==> config.mk <==
export PLATFORM = sky130hd
export DESIGN_NAME = pwm_steer_unit
export DESIGN_NICKNAME = d
export VERILOG_FILES = /design/src/rtl/steer_pkg.sv /design/src/rtl/steer_ctrl_reg.sv /design/src/rtl/steer_alt_tracker.sv /design/src/rtl/steer_pin_mux.sv /design/src/rtl/pwm_steer_unit.sv
export SDC_FILE = /design/constraint.sdc
export NUM_CORES = 1
export LEC_CHECK = 0
export ABC_AREA = 1
export BUFFER_PORTS_ARGS = -buffer_cell sky130_fd_sc_hd__buf_2
export CAP_MARGIN = 20
export CORE_MARGIN = 1
export CORE_UTILIZATION = 44
export DETAILED_ROUTE_END_ITERATION = 12
export GPL_TIMING_DRIVEN = 0
export PLACE_DENSITY = 0.79
export SLEW_MARGIN = 20
export SYNTH_ARGS = -nofsm -noshare
export SYNTH_HDL_FRONTEND = slang
export SYNTH_HIERARCHICAL = 1
export SYNTH_SLANG_ARGS = --single-unit
==> constraint.sdc <==
create_clock -name clk -period 1.4 [get_ports clk]
set_input_delay 0.28 -clock clk [delete_from_list [all_inputs] [get_ports clk]]
set_output_delay 0.28 -clock clk [all_outputs]
set_load 0.05 [all_outputs]
==> src/rtl/steer_pkg.sv <==
package steer_pkg;
  localparam int NPINS    = 4;
  localparam int CTRL_W   = 8;
  localparam int SYNC_BIT = 4;
  localparam int RSV_BIT  = 5;
  localparam int ALT_LO   = 6;
  localparam int ALT_HI   = 7;
  localparam logic [CTRL_W-1:0] CTRL_RESET = 8'h01;
  localparam logic [CTRL_W-1:0] CTRL_WMASK = ~(8'h01 << RSV_BIT);

  typedef logic [NPINS-1:0] pinvec_t;
endpackage

==> src/rtl/steer_ctrl_reg.sv <==
module steer_ctrl_reg
  import steer_pkg::*;
(
  input  logic              clk,
  input  logic              rst_n,
  input  logic              we,
  input  logic [CTRL_W-1:0] wdata,
  input  logic              period_start,
  output logic [CTRL_W-1:0] reg_q,
  output pinvec_t           en_act
);
  logic    wr_now;
  pinvec_t en_next;

  assign wr_now  = we && !wdata[SYNC_BIT];
  assign en_next = we ? wdata[NPINS-1:0] : reg_q[NPINS-1:0];

  always_ff @(posedge clk) begin
    if (!rst_n) begin
      reg_q  <= CTRL_RESET;
      en_act <= CTRL_RESET[NPINS-1:0];
    end else begin
      if (we) reg_q <= wdata & CTRL_WMASK;
      if (wr_now)            en_act <= wdata[NPINS-1:0];
      else if (period_start) en_act <= en_next;
    end
  end

  p_rsv_zero_r8: assert property (@(posedge clk) disable iff (!rst_n)
    reg_q[RSV_BIT] == 1'b0);

  p_hold_pending_r5: assert property (@(posedge clk) disable iff (!rst_n)
    (!period_start && !wr_now) |=> $stable(en_act));

  p_reset_val_r1: assert property (@(posedge clk)
    $rose(rst_n) |-> (reg_q == CTRL_RESET && en_act == 4'b0001));
endmodule

==> src/rtl/steer_alt_tracker.sv <==
module steer_alt_tracker (
  input  logic clk,
  input  logic rst_n,
  input  logic alt_on,
  input  logic period_start,
  output logic sel_b
);
  logic started;

  always_ff @(posedge clk) begin
    if (!rst_n || !alt_on) begin
      started <= 1'b0;
      sel_b   <= 1'b0;
    end else if (period_start) begin
      if (started) sel_b <= ~sel_b;
      else begin
        started <= 1'b1;
        sel_b   <= 1'b0;
      end
    end
  end

  p_first_is_a_r6: assert property (@(posedge clk) disable iff (!rst_n)
    !started |-> !sel_b);

  p_toggle_r6: assert property (@(posedge clk) disable iff (!rst_n)
    (alt_on && started && period_start) |=> (!alt_on || sel_b != $past(sel_b)));
endmodule

==> src/rtl/steer_pin_mux.sv <==
module steer_pin_mux
  import steer_pkg::*;
(
  input  logic    pwm_in,
  input  logic    steer_on,
  input  logic    alt_on,
  input  logic    sel_b,
  input  logic [1:0] pol_mode,
  input  pinvec_t en_act,
  input  pinvec_t port_data,
  input  pinvec_t native_out,
  output pinvec_t pin_out
);
  for (genvar i = 0; i < NPINS; i++) begin : g_pin
    localparam bit IS_AC = (i % 2) == 0;
    logic inv, wave, alt_drive;

    assign inv  = IS_AC ? pol_mode[1] : pol_mode[0];
    assign wave = pwm_in ^ inv;

    if (i == 0) begin : g_alt_a
      assign alt_drive = sel_b ? inv : wave;
    end else if (i == 1) begin : g_alt_b
      assign alt_drive = sel_b ? wave : inv;
    end else begin : g_alt_port
      assign alt_drive = port_data[i];
    end

    always_comb begin
      if (!steer_on)      pin_out[i] = native_out[i];
      else if (alt_on)    pin_out[i] = alt_drive;
      else if (en_act[i]) pin_out[i] = wave;
      else                pin_out[i] = port_data[i];
    end
  end
endmodule

==> src/rtl/pwm_steer_unit.sv <==
module pwm_steer_unit
  import steer_pkg::*;
(
  input  logic        clk,
  input  logic        rst_n,
  input  logic        cfg_we,
  input  logic [7:0]  cfg_wdata,
  output logic [7:0]  cfg_rdata,
  input  logic        pwm_in,
  input  logic        period_start,
  input  logic        single_pwm_mode,
  input  logic [1:0]  pol_mode,
  input  logic [3:0]  port_data,
  input  logic [3:0]  native_out,
  output logic [3:0]  pin_out
);
  logic [CTRL_W-1:0] reg_q;
  pinvec_t           en_act;
  logic              alt_on;
  logic              sel_b;

  steer_ctrl_reg u_ctrl (
    .clk(clk), .rst_n(rst_n), .we(cfg_we), .wdata(cfg_wdata),
    .period_start(period_start), .reg_q(reg_q), .en_act(en_act)
  );

  assign alt_on    = |reg_q[ALT_HI:ALT_LO];
  assign cfg_rdata = reg_q;

  steer_alt_tracker u_alt (
    .clk(clk), .rst_n(rst_n), .alt_on(alt_on),
    .period_start(period_start), .sel_b(sel_b)
  );

  steer_pin_mux u_mux (
    .pwm_in(pwm_in), .steer_on(single_pwm_mode), .alt_on(alt_on),
    .sel_b(sel_b), .pol_mode(pol_mode), .en_act(en_act),
    .port_data(port_data), .native_out(native_out), .pin_out(pin_out)
  );

  p_alt_cd_port_r6: assert property (@(posedge clk) disable iff (!rst_n)
    (single_pwm_mode && alt_on) |-> pin_out[3:2] == port_data[3:2]);

  p_bypass_r7: assert property (@(posedge clk) disable iff (!rst_n)
    !single_pwm_mode |-> pin_out == native_out);
endmodule

==> summary by stage <==
Outcome
The run finished, with violations left. The final reports fail on DRC, setup timing.

Placed design
During placement, the flow inserted port buffers numbering 32. The HPWL after detailed placement is 1286 um. The pre-CTS worst setup slack is -0.1056 ns. The global placer's final weighted congestion is 0.8750.

Synth
The share of Yosys cell area claimed by the top area cell type is 34.49%. During synthesis, Yosys emitted a total of 6 warnings. The number of nets in the synthesized netlist is 145. The mapped netlist covers ~750 um^2. In this run, distinct cell masters in the synthesized netlist total 18.

The largest area contributor in the netlist is sky130_fd_sc_hd__dfxtp_1. In this run the mean area of a mapped cell was about 6.2 um^2. The flip-flop and latch count after synthesis is 13. By area the synthesized netlist is led by sky130_fd_sc_hd__dfxtp_1 34%, sky130_fd_sc_hd__nand2_1 20%, sky130_fd_sc_hd__nor2_1 10%. The instance count of the mapped netlist is around 120. The sequential share of the synthesized area is 34.49%.

Drt
After detailed routing, the average wire length per cell comes to 9.705 um. The mean number of vias per cell is 4.744. The number of routed nets with antenna violations is 0. The total vias in the final route is 835. The detailed-route DRC error count is 2. The detailed router's first-iteration violation count is 11. The routed design has ~1700 um of wire. Before antenna repair, the detailed router went through 8 iterations.

STA
The number of endpoints with negative hold slack in the final report came to 0. The post-route fraction of the period consumed by the critical path is 112.9%. Clock skew on the completed layout was measured at 0.003662 ns.

Setup repair after global routing could not meet its margin everywhere. The maximum frequency from static timing analysis is 632.4 MHz. The final worst hold slack is around 0.23 ns.

In the post-route analysis, the smallest setup slack over all paths is -0.1812 ns. The number of pins exceeding their max-slew limit in the final report is 0. The final count of negative-setup-slack endpoints is 4. The shortest period the worst path allows is 1.581 ns.

Clock network
The post-CTS clock slew at the launch and capture registers of the worst setup and hold paths is 0.08 ns. The TritonCTS clock tree is yes. The total number of H-tree levels is 1.

The root buffer cell chosen for the clock tree is sky130_fd_sc_hd__clkbuf_4. Counting every sink on the clock net gives 13. In this run the deepest clock path goes through 2 buffers.

At the later pin of the worst-skew pair, clock insertion delay measures 0.28 ns. Counting the buffers created by CTS gives 3.

Setup path
The arrival time reported for the critical path endpoint is ~1.3 ns. Of all nets on the critical path, the largest fanout is 6. STA classifies the critical path endpoint as an output port. STA puts the critical path data required time at between 1 and 1.5 ns.

For this design, the slowest cell found on the critical path is sky130_fd_sc_hd__dfxtp_4. The kind of launch point of the worst setup path is a flop. The worst setup path category is flop to output port. The signal on the critical path passes through inv_2, nand2_4, inv_4, a21oi_2, nand2_1, nand2_1, nand2_2, nand2_4, buf_8. The delay contributed by the slowest stage of the critical path is 0.35 ns.

Global routing
Global routing consumed, over all layers together, 21.50% of the routing resources. The total overflow reported by the global router is 0. The initial antenna violation count was 0. The wire length of the first global-routing pass is 3063 um.

The pin count of the biggest net entering global routing is 10. The number of global-route vias before repair is 794.

Floorplan
The core outline area is 1559 um^2. During I/O placement, the number of pins put on the boundary was 36. The number of rows created at floorplan is 14.

Measured along the y axis, the die boundary spans 43.41 um. The die covers 1884 um^2. The die boundary width is 43.41 um.

For this configuration, the core starts out at a cell density of 48.39%.

Layout
The number of nets at the end of the flow is 185. From synthesis to final layout, the design area changed by 42.62%. The share of layout cells above drive strength 1 is 40.63%. In the layout the commonest cells are 33 x sky130_fd_sc_hd__nand2_1, 29 x sky130_fd_sc_hd__buf_2, 20 x sky130_fd_sc_hd__nor2_1. At the end of the flow the core is filled with cells to 69.02%. Leaving out fill and tap cells, the most frequent cell in the layout is sky130_fd_sc_hd__nand2_1. 0 antenna diodes ended up in the layout.

Pwr
The static power due to leakage is 0.5842 nW. Overall power consumption after layout is estimated at 1000 uW. Power spread over the standard cell area amounts to 929.3 nW/um^2. VDD sags by at most 702.4 uV.

Worst hold path
In this run the worst hold path is classified as input pin to flop.

Run
The max-cap violation count is 0.
-- power by group --
part / internal, mW / switching (mW) / total [mW] / leakage, nW
Sequential: 0.393 / 0.0143 / 0.407 / 0.109
Clock: 0.106 / 0.125 / 0.231 / 0.0177
Combinational: 0.134 / 0.227 / 0.362 / 0.457
-- final cells by class --
| type | instances | area (um^2) |
|---|---|---|
| fill | 138 | 483.0 |
| multi-input combinational | 90 | 446.7 |
| sequential | 13 | 269.0 |
| timing repair buffer | 35 | 222.7 |
| inverter | 15 | 66.31 |
| buffer | 3 | 23.77 |
| clock buffer | 3 | 22.52 |
| tap | 16 | 20.02 |
| clock inverter | 1 | 5.005 |
-- critical path: cells and delay by family (launching register included) --
kind	cells	cell delay [ns]
AOI/OAI and AO/OA	1	0.10
buffers and inverters	3	0.23
DFF	1	0.35
and+or+nand+nor	5	0.34
-- through the flow --
stage / instances / setup TNS, ns / instance area (um^2)
floorplan: 121 / 0 / 782.0
global placement: 169 / -0.1944 / 962.2
detailed placement: 169 / -0.2550 / 962.2
CTS: 176 / -0.6596 / 1076
global route: 176 / -0.9828 / 1076
finish: 176 / -0.6407 / 1076
-- layer usage --
metal	wire length, um	up-vias	GRT usage (%)
li1	-	455	-
met1	752	350	25.52
met2	842	27	37.88
met3	97	3	5.000
met4	15	0	7.500
met5	0	-	0
-- final timing paths --
kind,startpoint,to,slack [ns],cells past startpoint
worst max-delay path,u_ctrl/reg_q[7],pin_out[1],-0.18,9
worst min-delay path,cfg_wdata[0],u_ctrl/reg_q[0],0.23,3
worst max register to register,u_ctrl/reg_q[7],u_alt/started,0.61,5
worst min register to register,u_ctrl/reg_q[0],u_ctrl/reg_q[0],0.48,2
-- cells in the mapped netlist, drive strengths merged --
cell / number
nand2: 43
nor2: 22
inv: 15
dfxtp: 13
nand3: 11
a21oi: 8
buf: 3
o21ai: 3
nand4: 2
conb: 1
-- repair_timing --
action | CTS | global route
hold buffers | 0 | 0
gates resized for setup | 22 | 0
setup buffers | 3 | 0
endpoints found under the setup margin | 4 | 4
pin swaps | 8 | 0
-- sequential cells by signal, summed over array words and instances (netlist names) --
| name | cells |
|---|---|
| u_ctrl/en_act | 4 |
| u_ctrl/reg_q | 7 |
| u_alt/started | 1 |
| u_alt/sel_b | 1 |
-- cells by family after synthesis --
group	count (synthesis)	synth area share, %
DFF	13	34.49
other	1	0.4970
and+or+nand+nor	78	46.10
AOI/OAI and AO/OA	11	7.296
buffers and inverters	18	11.61
(Power assumes the default switching activity.)
